`src/rtl/spi_hold_pkg.sv`:
```
package spi_hold_pkg;

    typedef enum logic [2:0] {
        HS_IDLE,
        HS_RUN,
        HS_ENTER_WAIT,
        HS_PAUSED,
        HS_EXIT_WAIT
    } hold_state_e;

    typedef struct packed {
        logic sel_n;
        logic clk_lvl;
        logic pause_n;
        logic din;
    } pin_bus_t;

    localparam pin_bus_t PIN_IDLE = '{sel_n: 1'b1, clk_lvl: 1'b0, pause_n: 1'b1, din: 1'b0};

    function automatic logic is_frozen(hold_state_e s);
        return (s == HS_PAUSED) || (s == HS_EXIT_WAIT);
    endfunction

    function automatic logic drives_out(hold_state_e s);
        return (s == HS_RUN) || (s == HS_ENTER_WAIT);
    endfunction

endpackage

```
`src/rtl/spi_pin_sync.sv`:
```
module spi_pin_sync
    import spi_hold_pkg::*;
#(
    parameter int STAGES = 2
) (
    input  logic     clk,
    input  logic     rst,
    input  pin_bus_t raw,
    output pin_bus_t synced,
    output logic     clk_rise
);

    logic clk_prev;

    generate
        if (STAGES == 0) begin : g_pass
            assign synced = raw;
        end else begin : g_chain
            pin_bus_t stg [STAGES];
            always_ff @(posedge clk) begin
                if (rst) begin
                    for (int i = 0; i < STAGES; i++) stg[i] <= PIN_IDLE;
                end else begin
                    stg[0] <= raw;
                    for (int i = 1; i < STAGES; i++) stg[i] <= stg[i-1];
                end
            end
            assign synced = stg[STAGES-1];
        end
    endgenerate

    always_ff @(posedge clk) begin
        if (rst) clk_prev <= 1'b0;
        else     clk_prev <= synced.clk_lvl;
    end

    assign clk_rise = synced.clk_lvl & ~clk_prev;

endmodule

```
`src/rtl/spi_hold_fsm.sv`:
```
module spi_hold_fsm
    import spi_hold_pkg::*;
(
    input  logic     clk,
    input  logic     rst,
    input  pin_bus_t pins,
    output logic     freeze,
    output logic     so_oe,
    output logic     txn_reset
);

    hold_state_e state_q, state_d;
    logic        txn_reset_q;

    always_comb begin
        state_d = state_q;
        unique case (state_q)
            HS_IDLE: begin
                if (!pins.sel_n) state_d = HS_RUN;
            end
            HS_RUN: begin
                if (pins.sel_n)             state_d = HS_IDLE;
                else if (!pins.pause_n)     state_d = pins.clk_lvl ? HS_ENTER_WAIT : HS_PAUSED;
            end
            HS_ENTER_WAIT: begin
                if (pins.sel_n)             state_d = HS_IDLE;
                else if (pins.pause_n)      state_d = HS_RUN;
                else if (!pins.clk_lvl)     state_d = HS_PAUSED;
            end
            HS_PAUSED: begin
                if (pins.sel_n)             state_d = HS_IDLE;
                else if (pins.pause_n)      state_d = pins.clk_lvl ? HS_EXIT_WAIT : HS_RUN;
            end
            HS_EXIT_WAIT: begin
                if (pins.sel_n)             state_d = HS_IDLE;
                else if (!pins.pause_n)     state_d = HS_PAUSED;
                else if (!pins.clk_lvl)     state_d = HS_RUN;
            end
            default: state_d = HS_IDLE;
        endcase
    end

    always_ff @(posedge clk) begin
        if (rst) begin
            state_q     <= HS_IDLE;
            txn_reset_q <= 1'b0;
        end else begin
            state_q     <= state_d;
            txn_reset_q <= is_frozen(state_q) && pins.sel_n;
        end
    end

    assign freeze    = is_frozen(state_q);
    assign so_oe     = drives_out(state_q);
    assign txn_reset = txn_reset_q;

    AST_PAUSE_ONLY_SELECTED: assert property (@(posedge clk) disable iff (rst)
        $rose(freeze) |-> !$past(pins.sel_n));

    AST_ENTER_ON_LOW_CLK: assert property (@(posedge clk) disable iff (rst)
        $rose(freeze) |-> !$past(pins.clk_lvl));

    AST_EXIT_ON_LOW_CLK: assert property (@(posedge clk) disable iff (rst)
        ($fell(freeze) && !txn_reset) |-> !$past(pins.clk_lvl));

    AST_DESEL_UNFREEZES: assert property (@(posedge clk) disable iff (rst)
        (freeze && pins.sel_n) |=> (!freeze && txn_reset));

    AST_TXN_RESET_SINGLE: assert property (@(posedge clk) disable iff (rst)
        txn_reset |=> !txn_reset);

endmodule

```
`src/rtl/spi_rx_shift.sv`:
```
module spi_rx_shift #(
    parameter int WORD_BITS = 8
) (
    input  logic                 clk,
    input  logic                 rst,
    input  logic                 sck_rise,
    input  logic                 din,
    input  logic                 sel_n,
    input  logic                 freeze,
    input  logic                 txn_reset,
    output logic [WORD_BITS-1:0] rx_word,
    output logic                 rx_valid
);

    localparam int CNT_W = (WORD_BITS > 1) ? $clog2(WORD_BITS) : 1;
    localparam logic [CNT_W-1:0] LAST = CNT_W'(WORD_BITS - 1);

    logic [CNT_W-1:0]     bit_cnt;
    logic [WORD_BITS-1:0] shreg;
    logic [WORD_BITS-1:0] shnext;
    logic                 clr;

    assign clr    = sel_n | txn_reset;
    assign shnext = {shreg[WORD_BITS-2:0], din};

    always_ff @(posedge clk) begin
        if (rst) begin
            bit_cnt  <= '0;
            shreg    <= '0;
            rx_word  <= '0;
            rx_valid <= 1'b0;
        end else begin
            rx_valid <= 1'b0;
            if (clr) begin
                bit_cnt <= '0;
            end else if (sck_rise && !freeze) begin
                shreg <= shnext;
                if (bit_cnt == LAST) begin
                    bit_cnt  <= '0;
                    rx_word  <= shnext;
                    rx_valid <= 1'b1;
                end else begin
                    bit_cnt <= bit_cnt + 1'b1;
                end
            end
        end
    end

    AST_COUNT_KEPT_FROZEN: assert property (@(posedge clk) disable iff (rst)
        (freeze && !clr) |=> ($stable(bit_cnt) && $stable(shreg)));

    AST_NO_WORD_FROZEN: assert property (@(posedge clk) disable iff (rst)
        freeze |=> !rx_valid);

endmodule

```
`src/rtl/spi_hold_ctrl.sv`:
```
module spi_hold_ctrl
    import spi_hold_pkg::*;
#(
    parameter int SYNC_STAGES = 2,
    parameter int WORD_BITS   = 8
) (
    input  logic                 clk,
    input  logic                 rst,
    input  logic                 spi_cs_n,
    input  logic                 spi_sck,
    input  logic                 spi_hold_n,
    input  logic                 spi_si,
    output logic                 freeze,
    output logic                 so_oe,
    output logic                 txn_reset,
    output logic [WORD_BITS-1:0] rx_word,
    output logic                 rx_valid
);

    pin_bus_t raw_pins;
    pin_bus_t sync_pins;
    logic     sck_rise;

    assign raw_pins = '{sel_n: spi_cs_n, clk_lvl: spi_sck, pause_n: spi_hold_n, din: spi_si};

    spi_pin_sync #(.STAGES(SYNC_STAGES)) u_sync (
        .clk      (clk),
        .rst      (rst),
        .raw      (raw_pins),
        .synced   (sync_pins),
        .clk_rise (sck_rise)
    );

    spi_hold_fsm u_fsm (
        .clk       (clk),
        .rst       (rst),
        .pins      (sync_pins),
        .freeze    (freeze),
        .so_oe     (so_oe),
        .txn_reset (txn_reset)
    );

    spi_rx_shift #(.WORD_BITS(WORD_BITS)) u_shift (
        .clk       (clk),
        .rst       (rst),
        .sck_rise  (sck_rise),
        .din       (sync_pins.din),
        .sel_n     (sync_pins.sel_n),
        .freeze    (freeze),
        .txn_reset (txn_reset),
        .rx_word   (rx_word),
        .rx_valid  (rx_valid)
    );

    AST_OUT_OFF_WHEN_FROZEN: assert property (@(posedge clk) disable iff (rst)
        freeze |-> !so_oe);

endmodule

```
`config.mk`:
```
export PLATFORM = sky130hd
export DESIGN_NAME = spi_hold_ctrl
export DESIGN_NICKNAME = d
export VERILOG_FILES = /design/src/rtl/spi_hold_pkg.sv /design/src/rtl/spi_pin_sync.sv /design/src/rtl/spi_hold_fsm.sv /design/src/rtl/spi_rx_shift.sv /design/src/rtl/spi_hold_ctrl.sv
export SDC_FILE = /design/constraint.sdc
export NUM_CORES = 1
export LEC_CHECK = 0
export CORE_MARGIN = 10
export CORE_UTILIZATION = 25
export DETAILED_ROUTE_END_ITERATION = 12
export GPL_TIMING_DRIVEN = 0
export PLACE_DENSITY = 0.51
export SLEW_MARGIN = 20
export SYNTH_ARGS = -nofsm -noshare
export SYNTH_HDL_FRONTEND = slang
export SYNTH_SLANG_ARGS = --single-unit
```
`constraint.sdc`:
```
create_clock -name clk -period 4.4 [get_ports clk]
set_input_delay 1.32 -clock clk [delete_from_list [all_inputs] [get_ports clk]]
set_output_delay 1.32 -clock clk [all_outputs]
set_load 0.02 [all_outputs]
```
==> impl_metrics.py, run 1 <==
metrics = {
    "clock_tree": {
        "postCtsSetupRepairBufs": 0,
        "path_clk_slew_ps": 60,
        "htreeDepth": 2,
        "clock_latency_ps": 280,
        "hold_buffers": 0,
        "cts_tree": "done",
        "cts_sinks": 32,
        "clockBufferDepth": 2,
        "cts_made_buffers": 5,
        "root_buffer": "clkbuf_8",
        "cts_resized": 0,
    },
    "layout": {
        "fill_cells": 499,
        "fin_nets": 143,
        "drive_above_1_share_pct": 13.2,
        "areaGrowthSynthToFinish_pct": 28.4,
        "utilization_pct": 33.4,
        "num_antenna_cells": 0,
    },
    "detailed_routing": {
        "wl_um": 2240,
        "wl_per_cell_um": 11.0,
        "firstDrtPassIters": 4,
        "drc_errors": 0,
        "vias": 818,
        "viasPerCell": 4.03,
        "antenna_left": 0,
        "first_iter_violations": 17,
    },
    "die": {
        "fp.dieArea_mm2": 0.00817,
        "pin_count": 18,
        "die_x_um": 90.4,
        "core_mm2": 0.00475,
        "rows": 25,
        "start_util_pct": 26.1,
        "dieHeight_um": 90.4,
    },
    "critical_path": {
        "crit_required_ps": 3080,
        "cp_data_arrival_time_ps": 1870,
        "rrSetupSlack_ps": 2820,
        "critPathTopFamily": "buffers and inverters",
        "cp-start-kind": "flip-flop",
        "path_cells": "buf_2, or3b_4, nand2_1, clkdlybuf4s50_1",
        "crit_buf_inv": 2,
        "r2r_start": "u_sync.g_chain.stg[0][6]",
        "worstReg2RegEnd": "u_shift.rx_word[1]",
        "slowest_stage": "clkdlybuf4s50_1",
        "slowest_delay_ps": 610,
        "critPathKind": "flip-flop to output port",
        "rr_worst_depth": 3,
        "cp_max_fo": 7,
        "end_kind": "output port",
    },
    "synthesis": {
        "ys_seq_area_share_pct": 51.7,
        "ys_warn_count": 0,
        "syn_area_per_cell_um2": 11.1,
        "ys_ff_latch": 32,
        "syn_inst": 112,
        "syn_area_mm2": 0.00124,
        "synth.distinct_cells": 27,
        "synth_fp_nets": 120,
    },
    "power_and_ir_drop": {
        "peakVddDrop_mv": 0.166,
        "leakage_nw": 0.626,
        "switchingPower_mw": 0.113,
        "power.share.clock_pct": 46.3,
        "seq_power_share_pct": 50.4,
        "comb_power_share_pct": 3.2,
        "swShare_pct": 19.3,
        "power_density_mw_per_mm2": 368,
        "internal_power_mw": 0.473,
    },
    "sta": {
        "worst_hold_slack_ps": 408,
        "layout_min_cycle_time_ps": 3190,
        "tns_ps": 0,
        "fmax_mhz": 314,
        "finalSetupViolCount": 0,
        "rsz0062_at_grt": "no",
        "slew_headroom_pct": 57.8,
        "tightestPinTransition_ps": 628,
        "fin_skew_ps": 6.60,
        "final_max_slew_viol_count": 0,
        "hold_viol": 0,
        "fin_crit_sh_pct": 72.4,
    },
    "worst_hold_path": {
        "hp-start": "u_sync.g_chain.stg[0][1]",
        "holdPathStages": 1,
        "holdPathEnd": "u_sync.g_chain.stg[0][5]",
        "hold_class": "flip-flop to flip-flop",
    },
    "run": {
        "cap_violations": 0,
    },
    "grt": {
        "track_usage_pct": 6.04,
        "grt_overflow": 0,
        "antenna_found_initial": 0,
        "first_global_vias": 870,
        "grt_max_degree": 11,
        "grt_pass1_wl_um": 3930,
    },
    "run_status": {
        "status": "complete, no violations",
    },
    "placed_design": {
        "numPortBuffers": 16,
        "dp_hpwl_um": 1650,
        "gp_congestion": 0.762,
    },
}
[worst max path at each step]
stage	endpoint	cells past startpoint	startpoint
4_1_cts	freeze	4	u_fsm.state_q[1]
6_report	freeze	4	u_fsm.state_q[0]
3_5_place_dp	freeze	4	u_fsm.state_q[0]
5_1_grt	freeze	4	u_fsm.state_q[0]
2_1_floorplan	freeze	3	u_fsm.state_q[1]
3_3_place_gp	freeze	4	u_fsm.state_q[1]
[Yosys cell counts (all sizes together)]
cell type,n,area [um2]
nor2,3,11.3
nand2,7,26.3
a21bo,1,10.0
o21a,1,7.51
nand4,1,12.5
o21bai,1,7.51
nand3b,2,15.0
and3,2,12.5
or3b,1,11.3
and4b,1,10.0
a2111oi,1,8.76
a31oi,1,6.26
and4,1,8.76
and3b,1,8.76
nor2b,5,31.3
nand2b,16,100
nor3,1,5.00
clkbuf,3,11.3
xnor2,1,8.76
ha,2,25.0
buf,4,38.8
a211oi,1,7.51
or2,4,25.0
dfxtp,32,641
nor4b,1,8.76
mux2i,18,180
[state kept, by name, summed over array words and instances (netlist names)]
name / cells
u_shift.shreg: 7
u_shift.bit_cnt: 3
u_fsm.txn_reset: 1
u_shift.rx_valid: 1
u_sync.g_chain.stg: 8
u_shift.rx_word: 8
u_fsm.state_q: 3
u_sync.clk_prev: 1
[cell usage in the layout (no fill, tap or decap), types with 2 or more instances in the layout]
cell,Yosys,final
nor2b_1,5,5
nand3b_1,2,2
clkbuf_8,0,5
clkdlybuf4s50_1,0,16
and3_1,2,2
mux2i_1,18,18
ha_1,2,2
or2_2,4,4
buf_6,3,3
nand2b_1,16,16
nand2_1,7,7
nor2_1,3,3
dfxtp_1,32,32
clkbuf_1,3,4
[cells by family (layout without fill, tap and decap cells)]
family / Yosys count / after routing / share of synthesized area (%)
buf+inv: 7 / 31 / 4.04
flops: 32 / 32 / 51.7
simple gates: 46 / 46 / 23.1
compound gates: 6 / 6 / 3.84
mux: 18 / 18 / 14.5
xor+xnor: 1 / 1 / 0.707
fa+ha+maj: 2 / 2 / 2.02
[final cells by class]
cell class | count | area [um2] | share of cell area [%]
timing repair buffer | 16 | 160 | 10.1
buffer | 7 | 50.0 | 3.15
multi-input combinational | 73 | 548 | 34.5
clock inverter | 2 | 35.0 | 2.20
sequential | 32 | 641 | 40.3
tap | 67 | 83.8 | 5.27
clock buffer | 6 | 72.6 | 4.56
[power groups by stage]
| stage | registers [mW] | logic [mW] | clock network [mW] |
|---|---|---|---|
| 5_1_grt | 0.296 | 0.0211 | 0.293 |
| 2_1_floorplan | 0.301 | 0.0130 | 0 |
| 4_1_cts | 0.295 | 0.0196 | 0.282 |
| 3_5_place_dp | 0.302 | 0.0196 | 0 |
| 3_3_place_gp | 0.302 | 0.0191 | 0 |
| 6_report | 0.295 | 0.0189 | 0.271 |
[metal layers]
layer	track usage (%)	share of wire, %	vias up
li1	-	-	424
met2	9.26	45	16
met1	6.16	45	373
met3	3.99	7.7	5
met5	0	0	-
met4	3.18	2.1	0
[stage by stage]
step | std cells | setup slack (ps) | power (mW) | cell area, um2
floorplan | 112 | 2070 | 0.314 | 1240
global placement | 195 | 1510 | 0.321 | 1480
detailed placement | 195 | 1500 | 0.322 | 1480
CTS | 203 | 1180 | 0.597 | 1590
global route | 203 | 1130 | 0.610 | 1590
finish | 203 | 1210 | 0.586 | 1590
(Power assumes the default switching activity.)
==> run 2: changes to the inputs <==
--- a/config.mk
+++ b/config.mk
@@ -9,7 +9,7 @@
 export CORE_UTILIZATION = 25
 export DETAILED_ROUTE_END_ITERATION = 12
 export GPL_TIMING_DRIVEN = 0
-export PLACE_DENSITY = 0.51
+export PLACE_DENSITY = 0.52
 export SLEW_MARGIN = 20
 export SYNTH_ARGS = -nofsm -noshare
 export SYNTH_HDL_FRONTEND = slang
==> constraint.sdc (replaced) <==
create_clock -name clk -period 2.7 [get_ports clk]
set_input_delay 0.81 -clock clk [delete_from_list [all_inputs] [get_ports clk]]
set_output_delay 0.81 -clock clk [all_outputs]
set_load 0.02 [all_outputs]
==> run 2 against run 1 <==
  * Register-to-register slack lost 1700 ps
  * Clock power is 23% higher
  * Via count is 0.61% higher
  * Final area decreased by 2.0%
  * Clock skew fell by 1.5 ps
  * Hold slack improved by 2.0 ps
  * Combinational power is 66% higher
  * Setup slack lost 920 ps
  * Core utilization fell by 0.66 points
  * Non-clock buffer count stayed put
==> impl_metrics.py, run 2 (same netlist as run 1, synthesis figures left out) <==
metrics = {
    "detailed_routing": {
        "antenna_left": 0,
        "drc_errors": 0,
        "vias": 823,
        "wl_um": 2240,
        "first_iter_violations": 23,
        "wl_per_cell_um": 11.1,
        "viasPerCell": 4.07,
        "firstDrtPassIters": 4,
    },
    "run": {
        "cap_violations": 0,
    },
    "layout": {
        "utilization_pct": 32.8,
        "areaGrowthSynthToFinish_pct": 25.9,
        "final_common_cell": "dfxtp_1",
        "num_antenna_cells": 0,
        "final_cell_mix": "dfxtp_1, mux2i_1, nand2b_1",
        "fin_nets": 143,
        "reg_top3": "u_shift.rx_word x8, u_sync.g_chain.stg x8, u_shift.shreg x7",
        "drive_above_1_share_pct": 12.6,
    },
    "sta": {
        "rsz0062_at_grt": "no",
        "fin_skew_ps": 5.09,
        "fmax_mhz": 415,
        "tightestPinTransition_ps": 669,
        "fin_crit_sh_pct": 89.3,
        "hold_viol": 0,
        "final_max_slew_viol_count": 0,
        "setup_ws_ps": 289,
        "finalSetupViolCount": 0,
        "worst_hold_slack_ps": 410,
        "layout_min_cycle_time_ps": 2410,
        "tns_ps": 0,
        "slew_headroom_pct": 55.1,
    },
    "clock_tree": {
        "cts_made_buffers": 5,
        "path_clk_slew_ps": 60,
        "cts_tree": "done",
        "cts_resized": 1,
        "root_buffer": "clkbuf_8",
        "cts_sinks": 32,
        "hold_buffers": 0,
        "clock_latency_ps": 280,
        "clockBufferDepth": 2,
        "htreeDepth": 2,
        "postCtsSetupRepairBufs": 0,
    },
    "placed_design": {
        "gp_congestion": 0.730,
        "numPortBuffers": 16,
        "dp_hpwl_um": 1710,
        "pre_cts_slack_ps": 298,
    },
    "critical_path": {
        "slowest_stage": "or3b_4",
        "cp-start-kind": "flip-flop",
        "rrSetupSlack_ps": 1170,
        "crit_required_ps": 1890,
        "cp_data_arrival_time_ps": 1600,
        "critPathKind": "flip-flop to output port",
        "slowest_delay_ps": 410,
        "end_kind": "output port",
        "path_cells": "buf_2, or3b_4, nand2_1, dlygate4sd2_1",
        "cp_max_fo": 7,
    },
    "die": {
        "die_x_um": 90.4,
        "start_util_pct": 26.1,
        "fp.dieArea_mm2": 0.00817,
        "dieHeight_um": 90.4,
        "pin_count": 18,
        "core_mm2": 0.00475,
        "rows": 25,
    },
    "power_and_ir_drop": {
        "leakage_nw": 0.617,
        "peakVddDrop_mv": 0.316,
        "power_density_mw_per_mm2": 543,
    },
    "grt": {
        "first_global_vias": 888,
        "track_usage_pct": 6.09,
        "grt_pass1_wl_um": 4020,
        "grt_overflow": 0,
        "grt_max_degree": 11,
        "antenna_found_initial": 0,
    },
    "worst_hold_path": {
        "hold_class": "flip-flop to flip-flop",
    },
    "run_status": {
        "status": "complete, no violations",
    },
}
## run 2: area by class of cell
class                           instances  area [um2]
Multi-Input combinational cell         73         548
Timing Repair Buffer                   16         159
Sequential cell                        32         641
Clock inverter                          1        5.00
Clock buffer                            6        72.6
Buffer                                  7        50.0
Fill cell                             510        3200
Tap cell                               67        83.8
## run 2: worst paths after layout
kind	endpoint	startpoint	cells past startpoint
max	freeze	u_fsm.state_q[0]	4
min	u_sync.g_chain.stg[0][5]	u_sync.g_chain.stg[0][1]	1
max reg2reg	u_shift.rx_word[0]	u_sync.g_chain.stg[0][6]	3
min reg2reg	u_sync.g_chain.stg[0][5]	u_sync.g_chain.stg[0][1]	1
## run 2: report_power, final
| part | total, mW | internal (mW) | switching, mW |
|---|---|---|---|
| Combinational | 0.0313 | 0.0189 | 0.0124 |
| Sequential | 0.482 | 0.479 | 0.00313 |
| Clock | 0.333 | 0.175 | 0.159 |
## run 2: metal layers
metal,vias to the layer above,routed length [um],part of all wire (%),GRT usage [%]
li1,421,-,-,-
met1,385,1000,45,6.39
met2,14,1120,50,9.87
met3,3,80,3.6,3.24
met4,0,38,1.7,2.79
met5,-,0,0,0
## run 2: worst max-delay path: cells and delay by family, from the launching register on
kind,cells,cell delay [ps]
and+or+nand+nor,2,530
DFF,1,290
buffers and inverters,2,500
## run 2: metrics by stage
stage | instance area, um2 | instances | power (mW)
after global routing | 1560 | 202 | 0.896
final | 1560 | 202 | 0.847
after CTS | 1560 | 202 | 0.866
after detailed placement | 1480 | 195 | 0.524
after floorplan | 1240 | 112 | 0.512
after global placement | 1480 | 195 | 0.523
